**src/rtl/txd_pkg.sv**
```systemverilog
`timescale 1ns/1ps
package txd_pkg;
    typedef enum logic [1:0] {
        ST_READY = 2'd0,
        ST_XMIT  = 2'd1,
        ST_BLIND = 2'd2,
        ST_GAP   = 2'd3
    } txd_state_e;
endpackage

```
**src/rtl/txd_interval_cnt.sv**
```systemverilog
`timescale 1ns/1ps
// Up-counter shared by the blinding window and the gap timer.
module txd_interval_cnt #(
    parameter int CNT_W = 10
) (
    input  logic             clk,
    input  logic             rst_n,
    input  logic             clear,
    input  logic [CNT_W-1:0] limit,
    output logic             last
);
    logic [CNT_W-1:0] cnt_q;

    always_ff @(posedge clk) begin
        if (!rst_n) begin
            cnt_q <= '0;
        end else if (clear) begin
            cnt_q <= '0;
        end else begin
            cnt_q <= cnt_q + 1'b1;
        end
    end

    assign last = (cnt_q == (limit - 1'b1));
endmodule

```
**src/rtl/txd_sticky.sv**
```systemverilog
`timescale 1ns/1ps
// Set/clear flag; clear wins over set.
module txd_sticky (
    input  logic clk,
    input  logic rst_n,
    input  logic clear,
    input  logic set,
    output logic flag
);
    always_ff @(posedge clk) begin
        if (!rst_n) begin
            flag <= 1'b0;
        end else if (clear) begin
            flag <= 1'b0;
        end else if (set) begin
            flag <= 1'b1;
        end
    end
endmodule

```
**src/rtl/txdefer_ctrl.sv**
```systemverilog
`timescale 1ns/1ps
module txdefer_ctrl
    import txd_pkg::*;
#(
    parameter int GAP_SLOW  = 960,
    parameter int GAP_FAST  = 96,
    parameter int BLIND_CYC = 400
) (
    input  logic clk,
    input  logic rst_n,
    input  logic tx_req,
    input  logic tx_done,
    input  logic crs,
    input  logic rx_active,
    input  logic col,
    input  logic sqe_in,
    input  logic full_duplex,
    input  logic speed_100,
    output logic tx_grant,
    output logic deferring,
    output logic lcar_pulse,
    output logic sqe_pulse,
    output logic coll_abort
);
    localparam int SPAN_A   = (GAP_SLOW > GAP_FAST) ? GAP_SLOW : GAP_FAST;
    localparam int SPAN_MAX = (SPAN_A > BLIND_CYC) ? SPAN_A : BLIND_CYC;
    localparam int CNT_W    = $clog2(SPAN_MAX + 1);
    localparam logic [CNT_W-1:0] SLOW_LEN  = CNT_W'(GAP_SLOW);
    localparam logic [CNT_W-1:0] FAST_LEN  = CNT_W'(GAP_FAST);
    localparam logic [CNT_W-1:0] BLIND_LEN = CNT_W'(BLIND_CYC);

    txd_state_e       state_q;
    txd_state_e       state_d;
    logic             fdx_q;
    logic [CNT_W-1:0] gap_len_q;
    logic [CNT_W-1:0] cnt_limit;
    logic             line_busy;
    logic             mode_fdx;
    logic             frame_end;
    logic             gap_restart;
    logic             cnt_clear;
    logic             cnt_last;
    logic             crs_seen;
    logic             sqe_seen;

    // Mode in force: live input while idle, latched copy otherwise.
    assign line_busy   = crs | rx_active;
    assign mode_fdx    = (state_q == ST_READY) ? full_duplex : fdx_q;
    assign frame_end   = (state_q == ST_XMIT) && (tx_done || (!fdx_q && col));
    assign gap_restart = (state_q == ST_GAP) && !fdx_q && line_busy;
    assign cnt_limit   = (state_q == ST_BLIND) ? BLIND_LEN : gap_len_q;

    // Next-state decode.
    always_comb begin
        state_d = state_q;
        unique case (state_q)
            ST_READY: begin
                if (!mode_fdx && line_busy) begin
                    state_d = ST_GAP;
                end else if (tx_req) begin
                    state_d = ST_XMIT;
                end
            end
            ST_XMIT: begin
                if (frame_end) begin
                    state_d = fdx_q ? ST_GAP : ST_BLIND;
                end
            end
            ST_BLIND: begin
                if (cnt_last) begin
                    state_d = ST_GAP;
                end
            end
            ST_GAP: begin
                if (!gap_restart && cnt_last) begin
                    state_d = ST_READY;
                end
            end
            default: state_d = ST_READY;
        endcase
    end

    // State register.
    always_ff @(posedge clk) begin
        if (!rst_n) begin
            state_q <= ST_READY;
        end else begin
            state_q <= state_d;
        end
    end

    // Duplex and gap length are captured only while idle.
    always_ff @(posedge clk) begin
        if (!rst_n) begin
            fdx_q     <= 1'b0;
            gap_len_q <= SLOW_LEN;
        end else if (state_q == ST_READY) begin
            fdx_q     <= full_duplex;
            gap_len_q <= speed_100 ? FAST_LEN : SLOW_LEN;
        end
    end

    // Outputs and counter control.
    always_comb begin
        tx_grant   = (state_q == ST_READY) && tx_req && (mode_fdx || !line_busy);
        deferring  = tx_req && !tx_grant && (state_q != ST_XMIT);
        coll_abort = (state_q == ST_XMIT) && !fdx_q && col;
        lcar_pulse = (state_q == ST_XMIT) && !fdx_q && tx_done && !col
                     && !crs && !crs_seen;
        sqe_pulse  = (state_q == ST_BLIND) && cnt_last && (sqe_seen || sqe_in);
        cnt_clear  = !(state_q inside {ST_BLIND, ST_GAP})
                     || (state_d != state_q) || gap_restart;
    end

    txd_interval_cnt #(.CNT_W(CNT_W)) u_interval (
        .clk   (clk),
        .rst_n (rst_n),
        .clear (cnt_clear),
        .limit (cnt_limit),
        .last  (cnt_last)
    );

    txd_sticky u_crs_seen (
        .clk   (clk),
        .rst_n (rst_n),
        .clear (tx_grant),
        .set   ((state_q == ST_XMIT) && crs),
        .flag  (crs_seen)
    );

    txd_sticky u_sqe_seen (
        .clk   (clk),
        .rst_n (rst_n),
        .clear (state_q != ST_BLIND),
        .set   ((state_q == ST_BLIND) && sqe_in),
        .flag  (sqe_seen)
    );
endmodule

```
**config.mk**
```make
export PLATFORM = sky130hd
export DESIGN_NAME = txdefer_ctrl
export DESIGN_NICKNAME = d
export VERILOG_FILES = /design/src/rtl/txd_pkg.sv /design/src/rtl/txd_interval_cnt.sv /design/src/rtl/txd_sticky.sv /design/src/rtl/txdefer_ctrl.sv
export SDC_FILE = /design/constraint.sdc
export NUM_CORES = 1
export LEC_CHECK = 0
export CAP_MARGIN = 10
export CORE_MARGIN = 2
export CORE_UTILIZATION = 30
export DETAILED_ROUTE_END_ITERATION = 7
export DONT_BUFFER_PORTS = 1
export PLACE_DENSITY = 0.55
export REMOVE_ABC_BUFFERS = 1
export SLEW_MARGIN = 20
export SYNTH_ARGS = -nofsm -noshare
export SYNTH_HDL_FRONTEND = slang
export SYNTH_SLANG_ARGS = --single-unit
export TNS_END_PERCENT = 20
```
**constraint.sdc**
```tcl
create_clock -name clk -period 2.1 [get_ports clk]
set_input_delay 0 -clock clk [delete_from_list [all_inputs] [get_ports clk]]
set_output_delay 0 -clock clk [all_outputs]
set_load 0.01 [all_outputs]
```
==> run summary <==
number of antenna violations at the first check in global routing: 0
final design area excluding fillers: 1080 um2
proportion of layout cells with a drive suffix above 1: 0.154
worst setup margin: 0.0724 ns
clock insertion delay at the later pin of the skew report: 0.29 ns
DRC: 0
worst slew pin tran: 0.372 ns
setup slack on the worst flop-to-flop path: 0.07 ns
boundary pin count: 15
area grow syn2layout: 21.2%
number of synthesized register bits: 17
final critical-path required period: 2.03 ns
wire length of the first global-routing pass: 3.51 mm
length of routed met3 wiring: 94 um
Die Wd: 58.5 um
# diodes: 0
Starting DRT DRC Count: 11
via count of the first global-routing pass: 790
slew margin rel.: 0.752
via density per instance: 5.37
final net count: 129
number of hold-slack violations in the final timing report: 0
final antenna-violating net count: 0
largest net degree at the start of global routing: 11
portion of the post-synthesis area used by sequential elements: 0.382
mean routed wirelength per cell: 13.3 um
final slew viol count: 0
library cell used as clock root buffer: sky130_fd_sc_hd__clkbuf_4
number of iterations in the first detailed-routing pass: 4
result of the run: finished, final reports clean
pwr dens: 620 nW/um2
fin crit share: 0.966
data required time of the worst path: 2.30 ns
mean area per synthesized cell: 8.82 um2
count of final setup violators: 0
leakage: 0.405 nW
sum of routed wire length over all layers: 1.96 mm
Max H-tree Level: 1
minimum setup slack after placement: 0.0212 ns
effective utilization at floorplan: 0.320
# Max-Cap Violations: 0
final weighted congestion of routability-driven global placement: 0.774
synthesized netlist cell count: 101
CTS tree: yes
maximum buffer depth of the clock tree: 2
overflow left after global routing: 0
Clk pin slew, worst setup/hold paths: 0.10 ns
most common cell after layout, fill and taps aside: sky130_fd_sc_hd__dfxtp_1
Warnings, synthesis: 0
commonest cells after routing, fill and taps aside: sky130_fd_sc_hd__dfxtp_1 (17), sky130_fd_sc_hd__nor2_1 (10), sky130_fd_sc_hd__nor3_1 (10)
cell area after placement: 952 um2
Crit Path Max Fanout: 8
FMAX: 0.493 GHz
total length of routed met2 wires: 958 um
number of vias after detailed routing: 795
WS Path Type: flop to flop
number of buffers created by CTS: 3
Post-Route Setup TNS: 0 ns
startpoint class of the critical path: flop
max layer used: met4
class of the most critical hold timing path: primary input to flop
global-route total usage across every layer: 0.135
setup repair after global routing missed its margin: false
Rows: 19
area of the core: 2780 um2
Fin Clk Skew: 0.00617 ns
Worst EP arrival: 2.22 ns
Worst IR Drop VDD: 0.000316 V
crit path capture type: flop
Die Area: 3420 um2
number of clock sinks seen by CTS: 17
wire length on met1: 888 um
netlist area before placement: 891 um2
estimated wirelength of the detail-placed design: 1.44 mm
number of I/O port buffers: 0
Cell variety after synth: 35
vertical die dimension: 58.5 um
## sequential cells by signal, indices dropped and copies added (netlist names)
register,cells
u_interval.cnt_q,10
gap_len_q,2
state_q,2
fdx_q,1
u_crs_seen.flag,1
u_sqe_seen.flag,1
## cell type report
cell class,count,area [um2]
multi-input combinational,80,528
clock inverter,1,5.00
timing repair buffer,14,138
sequential,17,340
inverter,2,7.51
clock buffer,3,22.5
tap,31,38.8
fill,286,1700
## layer usage
layer  up-vias  track usage
li1        405            -
met1       370        0.169
met2        18        0.222
met3         2       0.0440
met4         0       0.0399
met5         -            0
## cell usage after synthesis, drive strengths merged
cell type / number / area share
a21oi: 1 / 0.0056
o311ai: 2 / 0.020
nor2: 10 / 0.042
nor3b: 4 / 0.039
a221oi: 1 / 0.029
a31oi: 1 / 0.0070
or4b: 1 / 0.011
dfxtp: 17 / 0.38
and3b: 1 / 0.0098
and3: 3 / 0.021
nand4: 1 / 0.0070
and2: 1 / 0.0070
o211a: 1 / 0.011
o31ai: 2 / 0.017
o21ai: 8 / 0.049
ha: 1 / 0.014
nor3: 10 / 0.056
o21bai: 1 / 0.0084
or4: 2 / 0.021
nand3: 3 / 0.017
buf: 2 / 0.017
xor2: 4 / 0.039
inv: 2 / 0.0084
a21boi: 2 / 0.017
and4: 2 / 0.020
xnor2: 4 / 0.039
nand2: 7 / 0.029
nand2b: 3 / 0.027
or2: 1 / 0.0070
nor4: 2 / 0.014
nor2b: 1 / 0.0070
## what timing repair did
item                                    CTS  global route
endpoints found under the hold margin     8             0
gates resized for setup                   0             0
endpoints found under the setup margin    4             0
hold buffers                              8             0
buffers inserted                          1             0
## where the power goes
part	total (mW)	leakage (nW)	switching (mW)	internal, mW
combinational	0.145	0.249	0.0753	0.0697
sequential	0.349	0.138	0.0112	0.338
clock	0.175	0.0177	0.104	0.0708
## worst paths after layout
path / startpoint / cells past startpoint / end
hold reg to reg: state_q[1] / 2 / u_sqe_seen.flag
hold / removal: tx_req / 2 / u_crs_seen.flag
setup / recovery: u_interval.cnt_q[4] / 5 / u_interval.cnt_q[5]
setup reg to reg: u_interval.cnt_q[4] / 5 / u_interval.cnt_q[5]
## critical path, cell delays in order, from the launching register on
cell and delay [ns]:
sky130_fd_sc_hd__dfxtp_1 0.37, sky130_fd_sc_hd__or4_1 0.54, sky130_fd_sc_hd__or4_4 0.47, sky130_fd_sc_hd__a221oi_4 0.34, sky130_fd_sc_hd__buf_12 0.16, sky130_fd_sc_hd__nor3_1 0.05
## cell families after synthesis
logic type / after synthesis / share of synthesized area
AND/OR/NAND/NOR: 52 / 0.336
AO/OA/AOI/OAI: 19 / 0.164
buffers and inverters: 4 / 0.0253
flip-flops: 17 / 0.382
adder cells (fa/ha/maj): 1 / 0.0140
XOR/XNOR: 8 / 0.0786
## metrics by stage
stage,hold WS [ns],cells,total power [mW],utilization
after floorplan,0.102,99,0.437,-
after global placement,0.112,135,0.468,0.342
after detailed placement,0.112,135,0.470,0.342
after CTS,0.0140,148,0.677,0.388
after global routing,0.00965,148,0.715,0.388
final,0.0210,148,0.669,0.388
(Power assumes the default switching activity.)
